File: src/rtl/sc_t0_pkg.sv
package sc_t0_pkg;

    typedef enum logic [1:0] {
        RX_IDLE   = 2'd0,
        RX_BITS   = 2'd1,
        RX_ERRSIG = 2'd2
    } rx_state_e;

    // register addresses
    localparam int A_CTRL = 0;
    localparam int A_STAT = 1;
    localparam int A_DATA = 2;

    // control bit positions
    localparam int CB_EN  = 0;
    localparam int CB_RIE = 1;
    localparam int CB_EIO = 2;

    // status bit positions
    localparam int SB_FULL = 0;
    localparam int SB_PERR = 1;
    localparam int SB_OVR  = 2;
    localparam int SB_N    = 3;

endpackage

File: src/rtl/sc_t0_sync.sv
module sc_t0_sync #(
    parameter int STAGES = 2
) (
    input  logic clk,
    input  logic rst_n,
    input  logic din,
    output logic line_o,
    output logic fall_o
);
    logic [STAGES:0] pipe_q, pipe_d;

    always_comb begin
        pipe_d = {pipe_q[STAGES-1:0], din};
    end

    always_ff @(posedge clk or negedge rst_n) begin
        if (!rst_n) pipe_q <= '1;
        else        pipe_q <= pipe_d;
    end

    assign line_o = pipe_q[STAGES-1];
    assign fall_o = pipe_q[STAGES] & ~pipe_q[STAGES-1];

endmodule

File: src/rtl/sc_t0_frame.sv
module sc_t0_frame
    import sc_t0_pkg::*;
#(
    parameter int ETU_CLKS = 372,
    parameter int DATA_W   = 8
) (
    input  logic              clk,
    input  logic              rst_n,
    input  logic              en,
    input  logic              line,
    input  logic              fall,
    output logic              good_o,
    output logic              bad_o,
    output logic [DATA_W-1:0] data_o,
    output logic              drive_low_o
);
    localparam int CNT_W = $clog2(ETU_CLKS);
    localparam int BIT_N = DATA_W + 2;
    localparam int IDX_W = $clog2(BIT_N + 1);
    localparam logic [CNT_W-1:0] MID     = CNT_W'(ETU_CLKS / 2 - 1);
    localparam logic [CNT_W-1:0] LAST    = CNT_W'(ETU_CLKS - 1);
    localparam logic [IDX_W-1:0] PAR_IDX = IDX_W'(BIT_N - 1);

    typedef struct packed {
        rx_state_e         st;
        logic [CNT_W-1:0]  cnt;
        logic [IDX_W-1:0]  idx;
        logic [DATA_W-1:0] shr;
        logic              par;
    } fr_t;

    fr_t q, d;

    always_comb begin
        d      = q;
        good_o = 1'b0;
        bad_o  = 1'b0;
        case (q.st)
            RX_IDLE: begin
                if (fall) begin
                    d.st  = RX_BITS;
                    d.cnt = '0;
                    d.idx = '0;
                    d.par = 1'b0;
                end
            end
            RX_BITS: begin
                if (q.cnt == LAST) begin
                    d.cnt = '0;
                    if (q.idx == PAR_IDX) d.st = q.par ? RX_ERRSIG : RX_IDLE;
                    else                  d.idx = q.idx + 1'b1;
                end else begin
                    d.cnt = q.cnt + 1'b1;
                end
                if (q.cnt == MID) begin
                    if (q.idx == '0) begin
                        if (line) d.st = RX_IDLE;   // start bit not confirmed
                    end else if (q.idx == PAR_IDX) begin
                        d.par = q.par ^ line;       // 1 marks a parity failure
                        if (q.par ^ line) bad_o  = 1'b1;
                        else              good_o = 1'b1;
                    end else begin
                        d.shr = {line, q.shr[DATA_W-1:1]};
                        d.par = q.par ^ line;
                    end
                end
            end
            RX_ERRSIG: begin
                if (q.cnt == LAST) begin
                    d.st  = RX_IDLE;
                    d.cnt = '0;
                end else begin
                    d.cnt = q.cnt + 1'b1;
                end
            end
            default: d.st = RX_IDLE;
        endcase
        if (!en) begin
            d.st  = RX_IDLE;
            d.cnt = '0;
            d.idx = '0;
        end
    end

    always_ff @(posedge clk or negedge rst_n) begin
        if (!rst_n) begin
            q.st  <= RX_IDLE;
            q.cnt <= '0;
            q.idx <= '0;
            q.shr <= '0;
            q.par <= 1'b0;
        end else begin
            q <= d;
        end
    end

    assign data_o      = q.shr;
    assign drive_low_o = (q.st == RX_ERRSIG);

    logic [IDX_W-1:0] idx_q;
    logic [CNT_W-1:0] cnt_q;
    logic             par_q;
    logic             in_bits_q;
    assign idx_q     = q.idx;
    assign cnt_q     = q.cnt;
    assign par_q     = q.par;
    assign in_bits_q = (q.st == RX_BITS);

    // the error signal only follows a failed parity bit
    a_r5_err_after_parity: assert property (@(posedge clk) disable iff (!rst_n)
        $rose(drive_low_o) |-> ($past(idx_q) == PAR_IDX) && $past(par_q));

    // the error signal ends only after a full ETU
    a_r5_err_one_etu: assert property (@(posedge clk) disable iff (!rst_n)
        ($fell(drive_low_o) && $past(en)) |-> ($past(cnt_q) == LAST));

    // disabling releases the line on the next cycle
    a_r9_disable_release: assert property (@(posedge clk) disable iff (!rst_n)
        !en |=> !drive_low_o);

    // a character only begins at a detected falling edge
    a_r1_start_on_fall: assert property (@(posedge clk) disable iff (!rst_n)
        $rose(in_bits_q) |-> $past(fall));

endmodule

File: src/rtl/sc_t0_regs.sv
module sc_t0_regs
    import sc_t0_pkg::*;
#(
    parameter int DATA_W = 8,
    parameter int REG_W  = 8,
    parameter int ADDR_W = 2
) (
    input  logic              clk,
    input  logic              rst_n,
    input  logic [ADDR_W-1:0] addr_i,
    input  logic              wr_i,
    input  logic              rd_i,
    input  logic [REG_W-1:0]  wdata_i,
    input  logic              good_i,
    input  logic              bad_i,
    input  logic [DATA_W-1:0] rx_data_i,
    output logic [REG_W-1:0]  rdata_o,
    output logic              en_o,
    output logic              irq_rx_o,
    output logic              irq_err_o
);
    typedef struct packed {
        logic              en;
        logic              rie;
        logic              eio;
        logic              full;
        logic              perr;
        logic              ovr;
        logic [SB_N-1:0]   armed;
        logic [DATA_W-1:0] data;
    } rg_t;

    rg_t q, d;
    logic wr_ctrl, wr_stat, rd_stat;

    assign wr_ctrl = wr_i && (addr_i == ADDR_W'(A_CTRL));
    assign wr_stat = wr_i && (addr_i == ADDR_W'(A_STAT));
    assign rd_stat = rd_i && (addr_i == ADDR_W'(A_STAT));

    always_comb begin
        d = q;
        if (wr_ctrl) begin
            d.en  = wdata_i[CB_EN];
            d.rie = wdata_i[CB_RIE];
            d.eio = wdata_i[CB_EIO];
        end
        if (wr_stat) begin
            d.full  = q.full & ~(q.armed[SB_FULL] & ~wdata_i[SB_FULL]);
            d.perr  = q.perr & ~(q.armed[SB_PERR] & ~wdata_i[SB_PERR]);
            d.ovr   = q.ovr  & ~(q.armed[SB_OVR]  & ~wdata_i[SB_OVR]);
            d.armed = '0;
        end else if (rd_stat) begin
            d.armed = {q.ovr, q.perr, q.full};
        end
        // receiver events win over a clear in the same cycle
        if (good_i) begin
            if (q.full) d.ovr  = 1'b1;
            else        d.data = rx_data_i;
            d.full = 1'b1;
        end
        if (bad_i) d.perr = 1'b1;
    end

    always_ff @(posedge clk or negedge rst_n) begin
        if (!rst_n) q <= '0;
        else        q <= d;
    end

    always_comb begin
        case (addr_i)
            ADDR_W'(A_CTRL): rdata_o = REG_W'({q.eio, q.rie, q.en});
            ADDR_W'(A_STAT): rdata_o = REG_W'({q.ovr, q.perr, q.full});
            ADDR_W'(A_DATA): rdata_o = REG_W'(q.data);
            default:         rdata_o = '0;
        endcase
    end

    logic unused_wbits;
    assign unused_wbits = ^wdata_i[REG_W-1:SB_N];

    assign en_o      = q.en;
    assign irq_rx_o  = q.full & q.rie & ~q.eio;
    assign irq_err_o = q.perr & q.rie;

    logic full_q, perr_q, ovr_q;
    logic [DATA_W-1:0] data_q;
    assign full_q = q.full;
    assign perr_q = q.perr;
    assign ovr_q  = q.ovr;
    assign data_q = q.data;

    // a good character leaves the full flag set
    a_r3_good_sets_full: assert property (@(posedge clk) disable iff (!rst_n)
        good_i |=> full_q);

    // a bad character leaves the parity-error flag set
    a_r4_bad_sets_perr: assert property (@(posedge clk) disable iff (!rst_n)
        bad_i |=> perr_q);

    // a bad character does not touch the data register
    a_r4_bad_keeps_data: assert property (@(posedge clk) disable iff (!rst_n)
        (bad_i && !good_i) |=> $stable(data_q));

    // overrun only arises from a good character landing on a full register
    a_r8_ovr_source: assert property (@(posedge clk) disable iff (!rst_n)
        $rose(ovr_q) |-> $past(good_i && full_q));

endmodule

File: src/rtl/sc_t0_rx.sv
module sc_t0_rx #(
    parameter int ETU_CLKS    = 372,
    parameter int DATA_W      = 8,
    parameter int REG_W       = 8,
    parameter int ADDR_W      = 2,
    parameter int SYNC_STAGES = 2
) (
    input  logic              clk,
    input  logic              rst_n,
    input  logic              io_in,
    output logic              io_drive_low,
    input  logic [ADDR_W-1:0] reg_addr,
    input  logic              reg_wr,
    input  logic              reg_rd,
    input  logic [REG_W-1:0]  reg_wdata,
    output logic [REG_W-1:0]  reg_rdata,
    output logic              irq_rx,
    output logic              irq_err
);
    logic              line_s, fall_s;
    logic              rx_en, good, bad;
    logic [DATA_W-1:0] rx_data;

    sc_t0_sync #(.STAGES(SYNC_STAGES)) u_sync (
        .clk    (clk),
        .rst_n  (rst_n),
        .din    (io_in),
        .line_o (line_s),
        .fall_o (fall_s)
    );

    sc_t0_frame #(.ETU_CLKS(ETU_CLKS), .DATA_W(DATA_W)) u_frame (
        .clk         (clk),
        .rst_n       (rst_n),
        .en          (rx_en),
        .line        (line_s),
        .fall        (fall_s),
        .good_o      (good),
        .bad_o       (bad),
        .data_o      (rx_data),
        .drive_low_o (io_drive_low)
    );

    sc_t0_regs #(.DATA_W(DATA_W), .REG_W(REG_W), .ADDR_W(ADDR_W)) u_regs (
        .clk       (clk),
        .rst_n     (rst_n),
        .addr_i    (reg_addr),
        .wr_i      (reg_wr),
        .rd_i      (reg_rd),
        .wdata_i   (reg_wdata),
        .good_i    (good),
        .bad_i     (bad),
        .rx_data_i (rx_data),
        .rdata_o   (reg_rdata),
        .en_o      (rx_en),
        .irq_rx_o  (irq_rx),
        .irq_err_o (irq_err)
    );

endmodule

File: config.mk
export PLATFORM = sky130hd
export DESIGN_NAME = sc_t0_rx
export DESIGN_NICKNAME = d
export VERILOG_FILES = /design/src/rtl/sc_t0_pkg.sv /design/src/rtl/sc_t0_sync.sv /design/src/rtl/sc_t0_frame.sv /design/src/rtl/sc_t0_regs.sv /design/src/rtl/sc_t0_rx.sv
export SDC_FILE = /design/constraint.sdc
export NUM_CORES = 1
export LEC_CHECK = 0
export BUFFER_PORTS_ARGS = -buffer_cell sky130_fd_sc_hd__buf_4
export CORE_ASPECT_RATIO = 0.6
export CORE_MARGIN = 2
export CORE_UTILIZATION = 58
export DETAILED_ROUTE_END_ITERATION = 7
export PLACE_DENSITY = 0.9
export SLEW_MARGIN = 20
export SYNTH_ARGS = -nofsm -noshare
export SYNTH_HDL_FRONTEND = slang
export SYNTH_SLANG_ARGS = --single-unit
File: constraint.sdc
create_clock -name clk -period 3.17 [get_ports clk]
set_clock_uncertainty 0.15 [all_clocks]
set_input_delay 0.4755 -clock clk [delete_from_list [all_inputs] [get_ports clk]]
set_output_delay 0.4755 -clock clk [all_outputs]
set_load 0.02 [all_outputs]
Yosys cells after proc, flatten, opt, wreduce, memory -nomap -nowiden
Index checks and enable logic that the tools add are counted.
Widths: inputs -> output; s select.
{"block": "totals", "ff_bits": 44, "inputBits": 15, "output_inout_bits": 11, "wordCells": 108}
{"block": "classes", "add_sub_neg": 2, "n_eq_ne": 16, "mux": 37, "bitwise": 22, "reduce_logical": 17}
{"operator": "$mux 15", "count": 2}
{"operator": "$pmux 8 s3", "count": 1}
{"operator": "$ne 3x3->1 const B", "count": 6}
{"operator": "$pmux 9 s2", "count": 1}
{"operator": "$mux 1", "count": 17}
{"operator": "$mux 2", "count": 7}
{"operator": "$reduce_and 4->1", "count": 3}
{"operator": "$not 1->1", "count": 11}
{"operator": "$and 1x1->1", "count": 10}
{"operator": "$add 9x1->9 const B", "count": 1}
{"operator": "$eq 9x8->1 const B", "count": 1}
{"operator": "$eq 9x9->1 const B", "count": 1}
{"operator": "$mux 3", "count": 3}
{"operator": "$mux 9", "count": 1}
{"operator": "$mux 4", "count": 2}
{"operator": "$pmux 4 s2", "count": 1}
{"operator": "$reduce_bool 2->1", "count": 4}
{"operator": "$ne 2x2->1 const B", "count": 3}
{"operator": "$pmux 2 s3", "count": 1}
{"operator": "$reduce_and 2->1", "count": 3}
{"operator": "$add 4x1->4 const B", "count": 1}
{"operator": "$eq 2x1->1 const B", "count": 2}
{"operator": "$eq 2x2->1 const B", "count": 2}
{"operator": "$eq 4x4->1 const B", "count": 1}
{"operator": "other kinds (6)", "count": 9}

Longest topological paths before layout
{"block": "depth", "ltp_word": 8, "mapped_depth": 8, "mapped_depth_nobuf": 7}

By module
A second synthesis with hierarchy kept.
{"block": "unflattened", "cells_unflattened": 216, "hier_area_um2": 2432.3}
{"mod": "sc_t0_frame", "n_inst": 1, "cells_per_inst": 141, "area_per_inst_um2": 1532.7, "seq_area_each_um2": 600.6}
{"mod": "sc_t0_regs", "n_inst": 1, "cells_per_inst": 71, "area_per_inst_um2": 807.0, "seq_area_each_um2": 425.4}
{"mod": "sc_t0_sync", "n_inst": 1, "cells_per_inst": 4, "area_per_inst_um2": 92.6, "seq_area_each_um2": 78.8}

Worst setup path before layout
Ideal clock, no wire load.
{"block": "synth_path", "path_kind": "register -> register", "startpoint": "reg u_frame.q[23] in the netlist's numbering", "endpoint": "reg u_regs.q, in the netlist u_regs.data_q[0]", "setup_ns": 0.125, "arrival_ns": 1.989, "t_required_ns": 2.895, "setup_slack_ns": 0.906, "stages_incl_launch_ff": 9, "n_path_buf": 1, "period_less_slack_ns": 2.264, "path_cell_list": "dfrtp_1 > inv_1 > ha_1 > clkbuf_1 > nand2_1 > nor4_2 > nand3_1 > nor2_2 > mux2_2"}
{"block": "synth_via", "elab_chain_cells": 3}
{"element": "from (decl)", "line_no": "sc_t0_frame.sv:32", "source": "fr_t q, d;"}
{"element": "$eq 2x1->1"}
{"element": "$mux 1", "line_no": "sc_t0_frame.sv:38", "source": "case (q.st)"}
{"element": "$reduce_and 2->1 (no source line)"}
{"element": "to (signal assigned)", "line_no": "sc_t0_regs.sv:65", "source": "if (!rst_n) q <= '0;"}
{"element": "to (signal assigned)", "line_no": "sc_t0_regs.sv:66", "source": "else q <= d;"}
{"element": "to (decl)", "line_no": "sc_t0_regs.sv:33", "source": "rg_t q, d;"}
Every way passes these cells.
A chain may end at the register's enable or synchronous reset.

Worst setup path after layout
{"block": "layout_path", "startpoint": "reg u_frame.q[23] in the netlist's numbering", "endpoint": "reg u_regs.q, in the netlist u_regs.data_q[3]"}
The elaborated chain is that of the path after synthesis.

==> summary.md <==
| Metric | Value |
|---|---|
| Crit start category | register |
| Combinational group share of total power | 12.8% |
| Syn Nets | 241 |
| Drt total wl | 4400 um |
| Clock Tree Buf Depth | 2 |
| GRT Total Usage | 21.7% |
| Worst-Skew Late Latency | 300 ps |
| Vias per cell | 5.80 |
| # IOs | 26 |
| CP max FO | 9 |
| CTS tree | done |
| RSZ-0062 raised after global routing | false |
| Final Slew Violations | 0 |
| Highest clock rate | 390 MHz |
| Flops & latches, synth | 44 |
| Status | complete, but fails checks |
| Nature of the critical path endpoint | register |
| Worst Path Arrival | 2600 ps |
| Setup_tns | 0 ps |
| Switch Pwr | 0.338 mW |
| Worst-Margin Slew | 672 ps |
| CTS H-tree depth | 2 |
| Fin. Hold Viols | 11 |
| Root Buffer | clkbuf_8 |
| Fillers | 259 |
| Antenna violations before repair | 0 |
| Largest net degree at the start of global routing | 45 |
| DRT iter0 DRCs | 121 |
| Worst EP required | 3210 ps |
| Routed length per instance | 15.3 um |
| Antenna viol nets, final | 0 |
| DP HPWL | 3140 um |
| Clock power frac | 36.4% |
| Drt pass-1 iters | 4 |
| Die height | 52.5 um |
| Clock slew at reported path FFs | 80 ps |
| Failing checks | hold timing |
| Final core utilization | 69.5% |
| Core Area | 0.00372 mm^2 |
| CTS Buf Count | 5 |
| Remaining Overflow, GRT | 0 |
| Power per cell area | 486 mW/mm^2 |
| Final Instance Area | 0.00259 mm^2 |
| Hold WS | -7.47 ps |
| Maximum VDD drop | 0.298 mV |
| Fin crit period | 2570 ps |
| Post-CTS sizing | 0 |
| First-pass GRT wire length | 7290 um |
| DP Area | 0.00247 mm^2 |
| Setup Crit Path Kind | reg -> reg |
| Internal | 0.920 mW |
| Leakage | 1.19 nW |
| Remaining DRCs | 0 |
| Initial core utilization | 61.1% |
| Die width | 84.8 um |
| Ys Warns | 0 |
| Antenna cells | 0 |
| Synth top area cells | dfrtp_1, mux2_2, ha_1, nand2_1, dfstp_2 |
| Cell accounting for the most synthesized area | dfrtp_1 |
| Share of power burned in registers | 50.8% |
| Hold buffers post-CTS | 0 |
| Worst rel slew slack | 53.9% |
| Routed vias | 1671 |
| Layout Area Growth over Synthesis | 13.9% |
| DIE AREA | 0.00445 mm^2 |
| Port Buf Inserts | 20 |
| Setup violations, final | 0 |
| Hold/Removal Path Class | in -> async |
| Number of max-cap violations | 0 |
| Syn Inst Count | 217 |
| Final GP Congestion | 0.862 |
| Std cell rows | 17 |
| Number of global-route vias before repair | 1536 |
| Cell variety after synth | 42 |
| Sequential element share of the synthesized area | 48.6% |
| TritonCTS Sinks | 44 |
| Cell Area, Synth | 0.00227 mm^2 |
| Avg Cell Area, Syn | 10.5 um^2 |
| Share of cells above drive strength 1 | 23.2% |
| Sw Ratio | 26.9% |
| Layout net count | 264 |
| Post-CTS Setup Repair Bufs | 0 |
| Fin crit share | 80.9% |
| Area share of the largest cell type after synthesis | 45.1% |
==> metrics by stage <==
stage,total power [mW],setup WS (ps),instances
2_1_floorplan,0.740,906,217
3_3_place_gp,0.804,704,280
3_5_place_dp,0.810,614,280
4_1_cts,1.26,594,288
5_1_grt,1.31,395,288
6_report,1.26,604,288
==> critical path: stages (launching register included) <==
cell	delay [ps]
dfrtp_1	430
inv_1	100
ha_1	370
nand2_1	110
nor4_2	320
nand3_1	200
nor2_2	380
mux2_2	390
==> path summary, 6_finish.rpt <==
path,to,cells after the start,from,slack (ps)
worst max-delay path,u_regs.data_q[3]$_DFFE_PN0P_,7,u_frame.q[23]$_DFFE_PN0P_,600
worst min-delay path,u_regs.q[10]$_DFFE_PN0P_,1,rst_n,-7
worst max register to register,u_regs.data_q[3]$_DFFE_PN0P_,7,u_frame.q[23]$_DFFE_PN0P_,600
worst min register to register,u_sync.pipe_q[1]$_DFF_PN1_,0,u_sync.pipe_q[0]$_DFF_PN1_,210
max in group asynchronous,u_sync.pipe_q[1]$_DFF_PN1_,1,rst_n,2500
min in group clk,u_sync.pipe_q[0]$_DFF_PN1_,1,io_in,120
==> cell type report <==
class                      count  area, um^2  share of cell area (%)
clock buffer                   6        82.6                    3.19
clock inverter                 2        38.8                    1.50
inverter                       9        33.8                    1.30
multi-input combinational    160        1120                    43.3
sequential                    44        1100                    42.7
tap                           47        58.8                    2.27
timing repair buffer          20         150                    5.80
==> cell usage after synthesis <==
| cell | number |
|---|---|
| or3_1 | 2 |
| mux2i_1 | 6 |
| or4_1 | 1 |
| nor4_2 | 1 |
| nand4_1 | 1 |
| xnor2_1 | 6 |
| and2_1 | 7 |
| a21o_1 | 2 |
| nand3_1 | 7 |
| nor3_1 | 2 |
| a22o_1 | 3 |
| o211ai_1 | 2 |
| mux2_2 | 19 |
| nand2_1 | 27 |
| a21oi_1 | 6 |
| nor2b_1 | 4 |
| or3b_4 | 1 |
| dfstp_2 | 3 |
| ha_1 | 9 |
| nand4bb_1 | 1 |
| o31ai_1 | 1 |
| nor4b_1 | 1 |
| or2_2 | 1 |
| o21ai_0 | 15 |
| nand2b_1 | 3 |
| o32ai_1 | 1 |
| clkbuf_1 | 4 |
| nor2_1 | 11 |
| nor2_2 | 1 |
| inv_1 | 9 |
| and3_2 | 1 |
| xor2_1 | 1 |
| dfrtp_1 | 41 |
| nor4_1 | 1 |
| a311o_1 | 1 |
| nor3b_1 | 4 |
| o22a_1 | 1 |
| nand3b_1 | 2 |
| a31oi_1 | 5 |
| and3b_1 | 1 |
| or3_4 | 1 |
| o21a_1 | 1 |
==> state kept, by name, summed over array words and instances (netlist names) <==
| register | count |
|---|---|
| u_regs.ovr_q | 1 |
| u_frame.cnt_q | 9 |
| u_regs.data_q | 8 |
| u_regs.full_q | 1 |
| u_regs.q | 5 |
| u_regs.en_o | 1 |
| u_frame.data_o | 8 |
| u_frame.idx_q | 4 |
| u_sync.pipe_q | 3 |
| u_regs.perr_q | 1 |
| u_frame.par_q | 1 |
| u_frame.q | 2 |
==> per-layer routing <==
layer	vias up	GRT usage [%]	share of wire [%]
li1	806	-	-
met2	36	31.5	42
met4	0	7.14	1.2
met5	-	0	0
met1	824	31.8	52
met3	5	5.35	5.2
==> cells in the final DEF (no fill, tap or decap), drive strengths merged, types with 2 or more instances in the layout <==
cell	instances
a21oi	6
nand2	27
a21o	2
nand3	7
a22o	3
or3	3
o21ai	15
ha	9
mux2	19
and2	7
buf	20
nor2b	4
a31oi	5
mux2i	6
clkbuf	6
nor3b	4
nor2	12
dfrtp	41
nand3b	2
nor3	2
nand2b	3
dfstp	3
xnor2	6
inv	9
nor4	2
o211ai	2
==> power groups by stage <==
stage               Combinational (mW)  Sequential [mW]  Clock (mW)
floorplan                        0.115            0.626           0
global placement                 0.157            0.647           0
detailed placement               0.161            0.649           0
CTS                              0.161            0.638       0.463
global route                     0.179            0.644       0.488
finish                           0.161            0.640       0.458
==> logic make-up (layout without fill, tap and decap cells) <==
logic type                 after synthesis  count (layout)  synth area share [%]
xor gates and xnor gates                 7               7                  2.70
AOI/OAI and AO/OA                       38              38                  10.3
muxes                                   25              25                  12.1
DFF                                     44              44                  48.6
adders and majority gates                9               9                  4.95
and+or+nand+nor                         81              81                  19.2
buffers and inverters                   13              37                  2.15
Power figures use the tool's default switching activity.
